[src/rtl/seg_mode_pkg.sv]
package seg_mode_pkg;

  localparam int AM_W = 3;
  localparam int AM_CNT = 1 << AM_W;

  typedef enum logic [1:0] {
    PRIV_KERNEL = 2'd0,
    PRIV_SUPER  = 2'd1,
    PRIV_USER   = 2'd2,
    PRIV_ERRLVL = 2'd3
  } priv_e;

  // Bit n of each mask refers to access-mode code n.
  localparam logic [AM_CNT-1:0] KERN_MAP_MASK = 8'b0000_1110;
  localparam logic [AM_CNT-1:0] SUP_FAULT_MASK = 8'b0000_0011;
  localparam logic [AM_CNT-1:0] SUP_MAP_MASK = 8'b0001_1100;
  localparam logic [AM_CNT-1:0] USR_FAULT_MASK = 8'b0010_0111;
  localparam logic [AM_CNT-1:0] USR_MAP_MASK = 8'b0001_1000;

  // Strobes from the control module to the datapath.
  typedef struct packed {
    logic selKernel;
    logic selSuper;
    logic selUser;
    logic bypass;
  } seg_strb_t;

endpackage

[src/rtl/seg_mode_ctrl.sv]
module seg_mode_ctrl
  import seg_mode_pkg::*;
(
  input  logic       clk,
  input  logic       rst,
  input  logic [1:0] privMode,
  input  logic       euFlag,
  output seg_strb_t  strb
);

  always_comb begin
    strb = '0;
    case (priv_e'(privMode))
      PRIV_KERNEL: strb.selKernel = 1'b1;
      PRIV_SUPER:  strb.selSuper = 1'b1;
      PRIV_USER:   strb.selUser = 1'b1;
      PRIV_ERRLVL: begin
        if (euFlag) strb.bypass = 1'b1;
        else        strb.selKernel = 1'b1;
      end
      default:     strb.selKernel = 1'b1;
    endcase
  end

  AST_ONE_STROBE: assert property (@(posedge clk) disable iff (rst)
    $countones(strb) == 1);
  AST_ERRLVL_AS_KERNEL: assert property (@(posedge clk) disable iff (rst)
    (privMode == 2'd3 && !euFlag) |-> strb.selKernel);
  AST_EU_ONLY_AT_ERRLVL: assert property (@(posedge clk) disable iff (rst)
    (privMode != 2'd3) |-> !strb.bypass);

endmodule

[src/rtl/seg_mode_dpath.sv]
module seg_mode_dpath
  import seg_mode_pkg::*;
#(
  parameter bit OUT_REG = 1'b1
) (
  input  logic            clk,
  input  logic            rst,
  input  logic [AM_W-1:0] amCode,
  input  seg_strb_t       strb,
  output logic            addrFault,
  output logic            tlbMapped
);

  logic [AM_CNT-1:0] amHot;
  logic [AM_CNT-1:0] faultRow;
  logic [AM_CNT-1:0] mapRow;
  logic rawFault;
  logic rawMap;
  logic finalMap;

  for (genvar g = 0; g < AM_CNT; g++) begin : g_dec
    assign amHot[g] = (amCode == AM_W'(g));
  end

  always_comb begin
    faultRow = '0;
    mapRow = '0;
    if (strb.selKernel) mapRow = mapRow | KERN_MAP_MASK;
    if (strb.selSuper) begin
      faultRow = faultRow | SUP_FAULT_MASK;
      mapRow = mapRow | SUP_MAP_MASK;
    end
    if (strb.selUser) begin
      faultRow = faultRow | USR_FAULT_MASK;
      mapRow = mapRow | USR_MAP_MASK;
    end
  end

  assign rawFault = |(faultRow & amHot);
  assign rawMap = |(mapRow & amHot);
  // An address error takes priority: the mapping verdict is dropped.
  assign finalMap = rawMap & ~rawFault;

  if (OUT_REG) begin : g_reg
    always_ff @(posedge clk) begin
      if (rst) begin
        addrFault <= 1'b0;
        tlbMapped <= 1'b0;
      end else begin
        addrFault <= rawFault;
        tlbMapped <= finalMap;
      end
    end
  end else begin : g_comb
    assign addrFault = rawFault;
    assign tlbMapped = finalMap;
  end

  AST_KERNEL_NO_FAULT: assert property (@(posedge clk) disable iff (rst)
    strb.selKernel |-> !rawFault);
  AST_BYPASS_CLEAN: assert property (@(posedge clk) disable iff (rst)
    strb.bypass |-> (!rawFault && !finalMap));
  AST_TOP_CODES_QUIET: assert property (@(posedge clk) disable iff (rst)
    (amHot[7] || amHot[6]) |-> (!rawFault && !finalMap));
  AST_FAULT_MASKS_MAP: assert property (@(posedge clk) disable iff (rst)
    rawFault |-> !finalMap);
  AST_USER_LOW_FAULT: assert property (@(posedge clk) disable iff (rst)
    (strb.selUser && amCode <= 3'd2) |-> rawFault);

endmodule

[src/rtl/seg_mode_classifier.sv]
module seg_mode_classifier
  import seg_mode_pkg::*;
#(
  parameter bit OUT_REG = 1'b1
) (
  input  logic       clk,
  input  logic       rst,
  input  logic [2:0] amCode,
  input  logic       euFlag,
  input  logic [1:0] privMode,
  output logic       addrFault,
  output logic       tlbMapped
);

  seg_strb_t strb;

  seg_mode_ctrl i_ctrl (
    .clk      (clk),
    .rst      (rst),
    .privMode (privMode),
    .euFlag   (euFlag),
    .strb     (strb)
  );

  seg_mode_dpath #(.OUT_REG(OUT_REG)) i_dpath (
    .clk       (clk),
    .rst       (rst),
    .amCode    (amCode),
    .strb      (strb),
    .addrFault (addrFault),
    .tlbMapped (tlbMapped)
  );

  AST_FAULT_NOT_MAPPED: assert property (@(posedge clk) disable iff (rst)
    addrFault |-> !tlbMapped);

endmodule

[config.mk]
export PLATFORM = sky130hd
export DESIGN_NAME = seg_mode_classifier
export DESIGN_NICKNAME = d
export VERILOG_FILES = /design/src/rtl/seg_mode_pkg.sv /design/src/rtl/seg_mode_ctrl.sv /design/src/rtl/seg_mode_dpath.sv /design/src/rtl/seg_mode_classifier.sv
export SDC_FILE = /design/constraint.sdc
export NUM_CORES = 1
export LEC_CHECK = 0
export BUFFER_PORTS_ARGS = -buffer_cell sky130_fd_sc_hd__buf_2
export CORE_AREA = 2 2 39 41
export DETAILED_ROUTE_END_ITERATION = 6
export DIE_AREA = 0 0 41 43
export PLACE_DENSITY = 0.31
export SYNTH_ARGS = -nofsm -noshare
export SYNTH_HDL_FRONTEND = slang
export SYNTH_SLANG_ARGS = --single-unit
[constraint.sdc]
create_clock -name clk -period 2.5 [get_ports clk]
set_input_delay 0.5 -clock clk [delete_from_list [all_inputs] [get_ports clk]]
set_output_delay 0.5 -clock clk [all_outputs]
set_load 0.01 [all_outputs]
Yosys cells after proc, flatten, opt, wreduce, memory -nomap -nowiden:

Index checks and enable logic that the tools add are counted.

* flip-flop bits (word level): 2
* input port bits: 8
* output and inout bits: 2
* word-level logic and storage cells: 29

* equality and inequality tests: 10
* muxes and demuxes: 9
* bitwise gates (word level): 4
* reduce and logical (&&, ||, !) cells: 4

Operators with widths (count)
* $and A8 B8 Y8: 2
* $reduce_or A8 Y1: 2
* $eq A3 B3 Y1 const B: 4
* $mux W5: 2
* $eq A3 B2 Y1 const B: 2
* $mux W6: 1
* $eq A2 B2 Y1 const B: 2
* $mux W4: 1
* $eq A3 B1 Y1 const B: 1
* $logic_not A3 Y1: 1
* $mux W1: 3
* $eq A2 B1 Y1 const B: 1
* $logic_not A2 Y1: 1
* $mux W2: 1
* $pmux W1 S2: 1
* $and A1 B1 Y1: 1
* $not A1 Y1: 1

Longest topological paths before layout:

* word-level depth: 8
* gate-level depth with buffers: 5
* mapped depth without buffers: 5

Hierarchy:

From an unflattened synthesis, not the netlist that was laid out.

* cells, all modules: 25
* area total of the unflattened synthesis: 211.5 µm²

By module, submodules not included
* seg_mode_dpath: instances 1, cells an instance 15, area each 127.6 µm², seq. area each 40.0 µm²
* seg_mode_ctrl: instances 1, cells an instance 10, area each 83.8 µm², seq. area each 0.0 µm²

Least setup slack after synthesis:

Ideal clock, no wire load.

* kind: input -> register
* start: input port privMode[0]
* end: register i_dpath.tlbMapped
* library setup time: 133 ps
* arrival: 1303 ps
* required time: 2367 ps
* slack: 1064 ps
* stages on the path: 5
* buffers on the path: 0
* path through: inv_1 ha_1 or2_2 a21oi_1 a2111oi_1

* cells in the longest elaborated chain, start to end: 8
* elaborated cells on any way between the ends: 18
* classes of those cells: eq/ne: 3; mux: 8; bitwise: 4; reduce/logical: 3

Ends and longest elaborated chain
* start, declared: RTL line seg_mode_classifier.sv:10 `input logic [1:0] privMode,`
* $eq A2 B2 Y1 (tied with other cells): RTL line seg_mode_ctrl.sv:13 `case (priv_e'(privMode))`
* $pmux W1 S2 / $mux W1 (equally long branches): RTL line seg_mode_ctrl.sv:13
* $mux W4 / $mux W2 (equally long branches): RTL line seg_mode_dpath.sv:28, seg_mode_dpath.sv:29
* $mux W5 / $mux W6 (equally long branches): RTL line seg_mode_dpath.sv:29, seg_mode_dpath.sv:33
* $mux W5 / $and A8 B8 Y8 (equally long branches): RTL line seg_mode_dpath.sv:33, seg_mode_dpath.sv:39
* $and A8 B8 Y8 / $reduce_or A8 Y1 (equally long branches): RTL line seg_mode_dpath.sv:40, seg_mode_dpath.sv:39
* $reduce_or A8 Y1 / $not A1 Y1 (equally long branches): RTL line seg_mode_dpath.sv:40, seg_mode_dpath.sv:42
* $and A1 B1 Y1 (*): RTL line seg_mode_dpath.sv:42 `assign finalMap = rawMap & ~rawFault;`
* end signal, assigned: RTL line seg_mode_dpath.sv:51 `tlbMapped <= finalMap;`
* end, declared: RTL line seg_mode_dpath.sv:11 `output logic tlbMapped`

Mark *: on every way between the ends. The rest lies on a longest branch, timed or not.
A chain may end at the register's enable or synchronous reset.

Worst setup path in the final report:

Same ends and word-level chain as after synthesis.

==> impl_metrics.ini <==
[outcome]
run_status = finished, final reports clean

[route]
drt-total-wl_um = 386
route.detailed.drc = 0
drtAntennaViolNets = 0
via_count = 184
wl_per_cell_um = 7.878
routed_via_density = 3.755
drt_iter0_drc = 0
first_pass_iters = 1

[clock_tree]
numCtsBuffers = 3
cts.htree.levels = 1
cts.clk_slew.worst_paths_ns = 0.03
postCtsSetupRepairBufs = 0
root_buffer = clkbuf_4
clock-sinks = 2
cts_tree = built
clock_path_buffers = 2
cts_resized = 0
postCtsHoldBufs = 0

[sta]
setup_ws_ns = 1.099
hold_ws_ns = 0.4591
finalMaxSlewViolations = 0
fmaxAchievable_ghz = 0.7136
period_needed_ns = 1.401
slew_headroom_pct = 77.95
tightest_slew_ns = 0.3300
fin_crit_sh_pct = 56.05
finalSetupTns_ns = 0
finalSetupViolations = 0
rsz0062_at_grt = false
hold_viol = 0

[critical_path]
worstPathMaxFanout = 3
start_kind = input pin
crit_path_end_kind = register
critPathMaxStageDelay_ns = 0.35
cp_slowest_cell = a2111oi_1
path_class = in -> reg
critPathArrivalTime_ns = 1.50
cp.required_ns = 2.59
crit_chain = buf_2, inv_1, ha_1, nand2b_2, o31ai_1, a2111oi_1

[job]
cap_violations = 0

[place]
dp_hpwl_um = 337.2
post-place-ws_ns = 0.8520
gp_congestion = 0.5684
port_buffers = 9

[grt]
grt_usage_pct = 5.900
grt_pass1_vias = 185
antenna_found_initial = 0
gr-total-overflow = 0
grt_first_pass_wirelength_um = 683
use_met2_pct = 6.875
use_met1_pct = 7.937
grt_start_max_net_pins = 6
busiest_layer = met1
met3_usage_pct = 1.571

[floorplan]
die_x_um = 41
die_h_um = 43
die_area_um2 = 1763
rows = 14
initial_core_util_pct = 13.74
io_pins = 10
core_area_um2 = 1384

[logic_synthesis]
async_flop_share_pct = 0
avgSynthCellArea_um2 = 9.056
syn_area_um2 = 190.2
synth_cell_types = 16
synthTopCellsByCount = ha_1, dfxtp_1, inv_1
synth.most_common_cell = ha_1
syn_nets = 33
synthFlopType = dfxtp_1
synthTopCellsByArea = ha_1, dfxtp_1, a2111oi_1, a21oi_2, nand2b_2
synth_cells = 21
synth_top_cell_by_area = ha_1
ys_ff_latch = 2
yosysWarningCount = 0
yosysTopAreaCellShare_pct = 26.32
synth_edf_count = 0
ys_seq_area_share_pct = 21.05

[final_layout]
syn_to_final_growth_pct = 46.05
drive_gt1_share_pct = 45.45
multiInputGateArea_um2 = 142.6
diodes = 0
regArea_um2 = 40.04
nNetsFinal = 47
fill_cells = 163

[power]
p_per_area_nw_per_um2 = 471.8
clkPwrFrac_pct = 52.2
switching_share_pct = 22.81
power_leakage_uw = 0.0001337
p_comb_share_pct = 21.4
total_power_uw = 131.0
power.switching_uw = 29.89
vdd_drop_max_mv = 0.06806
p_int_uw = 101.1
power_frac_seq_pct = 26.4

[hold_path]
hold_class = in -> reg
-- area by class of cell --
cell class | instances | area share [%]
multi-input cells | 17 | 51.35
repair buffers | 9 | 16.22
flip-flops and latches | 2 | 14.41
clock buffers | 3 | 8.108
well taps | 16 | 7.207
inverters | 2 | 2.703
-- metrics by stage --
step	util [%]	instance area, um^2	instances
floorplan	-	190.2	21
global placement	18.44	255.2	46
detailed placement	18.44	255.2	46
CTS	20.07	277.8	49
global route	20.07	277.8	49
finish	20.07	277.8	49
-- placed cells by master, fill, tap and decap left out --
cell type  n
buf_2      9
ha_1       4
clkbuf_4   3
inv_1      2
dfxtp_1    2
nor2b_1    1
nand2b_2   1
o31ai_1    1
o21ai_0    1
o21a_1     1
nand2b_1   1
or2_2      1
a21oi_1    1
a2111oi_1  1
nand3_1    1
a21o_1     1
or3b_1     1
a21oi_2    1
-- path summary, 6_finish.rpt --
check,startpoint,endpoint,depth (start not counted)
max,privMode[0],i_dpath.tlbMapped$_SDFF_PP0_,6
min,rst,i_dpath.addrFault$_SDFF_PP0_,2
-- layer usage --
metal  vias to the layer above  share of wire (%)
li1                         99                  -
met3                         0                 10
met1                        77                 48
met5                         -                  0
met2                         8                 42
met4                         0                  0
-- critical path, delay by kind of cell --
family	cells	cell delay (ns)
simple gates	1	0.09
compound gates	2	0.42
buf+inv	2	0.16
fa+ha+maj	1	0.33
-- kinds of logic after synthesis --
family | after synthesis | synth area share [%]
compound gates | 7 | 26.97
simple gates | 6 | 21.72
fa+ha+maj | 4 | 26.32
buf+inv | 2 | 3.949
flops | 2 | 21.05
-- state kept, by name, summed over array words and instances (netlist names) --
name and cells:
i_dpath.addrFault 1, i_dpath.tlbMapped 1
-- power by group through the flow --
stage          Sequential, uW  Combinational (uW)  Clock (uW)
2_1_floorplan            36.3                14.2           0
3_3_place_gp             35.0                27.9           0
3_5_place_dp             35.0                28.3           0
4_1_cts                  34.6                28.5        71.9
5_1_grt                  34.8                32.2        74.9
6_report                 34.6                28.0        68.5
Note: power is estimated with default switching activity, not from simulation.
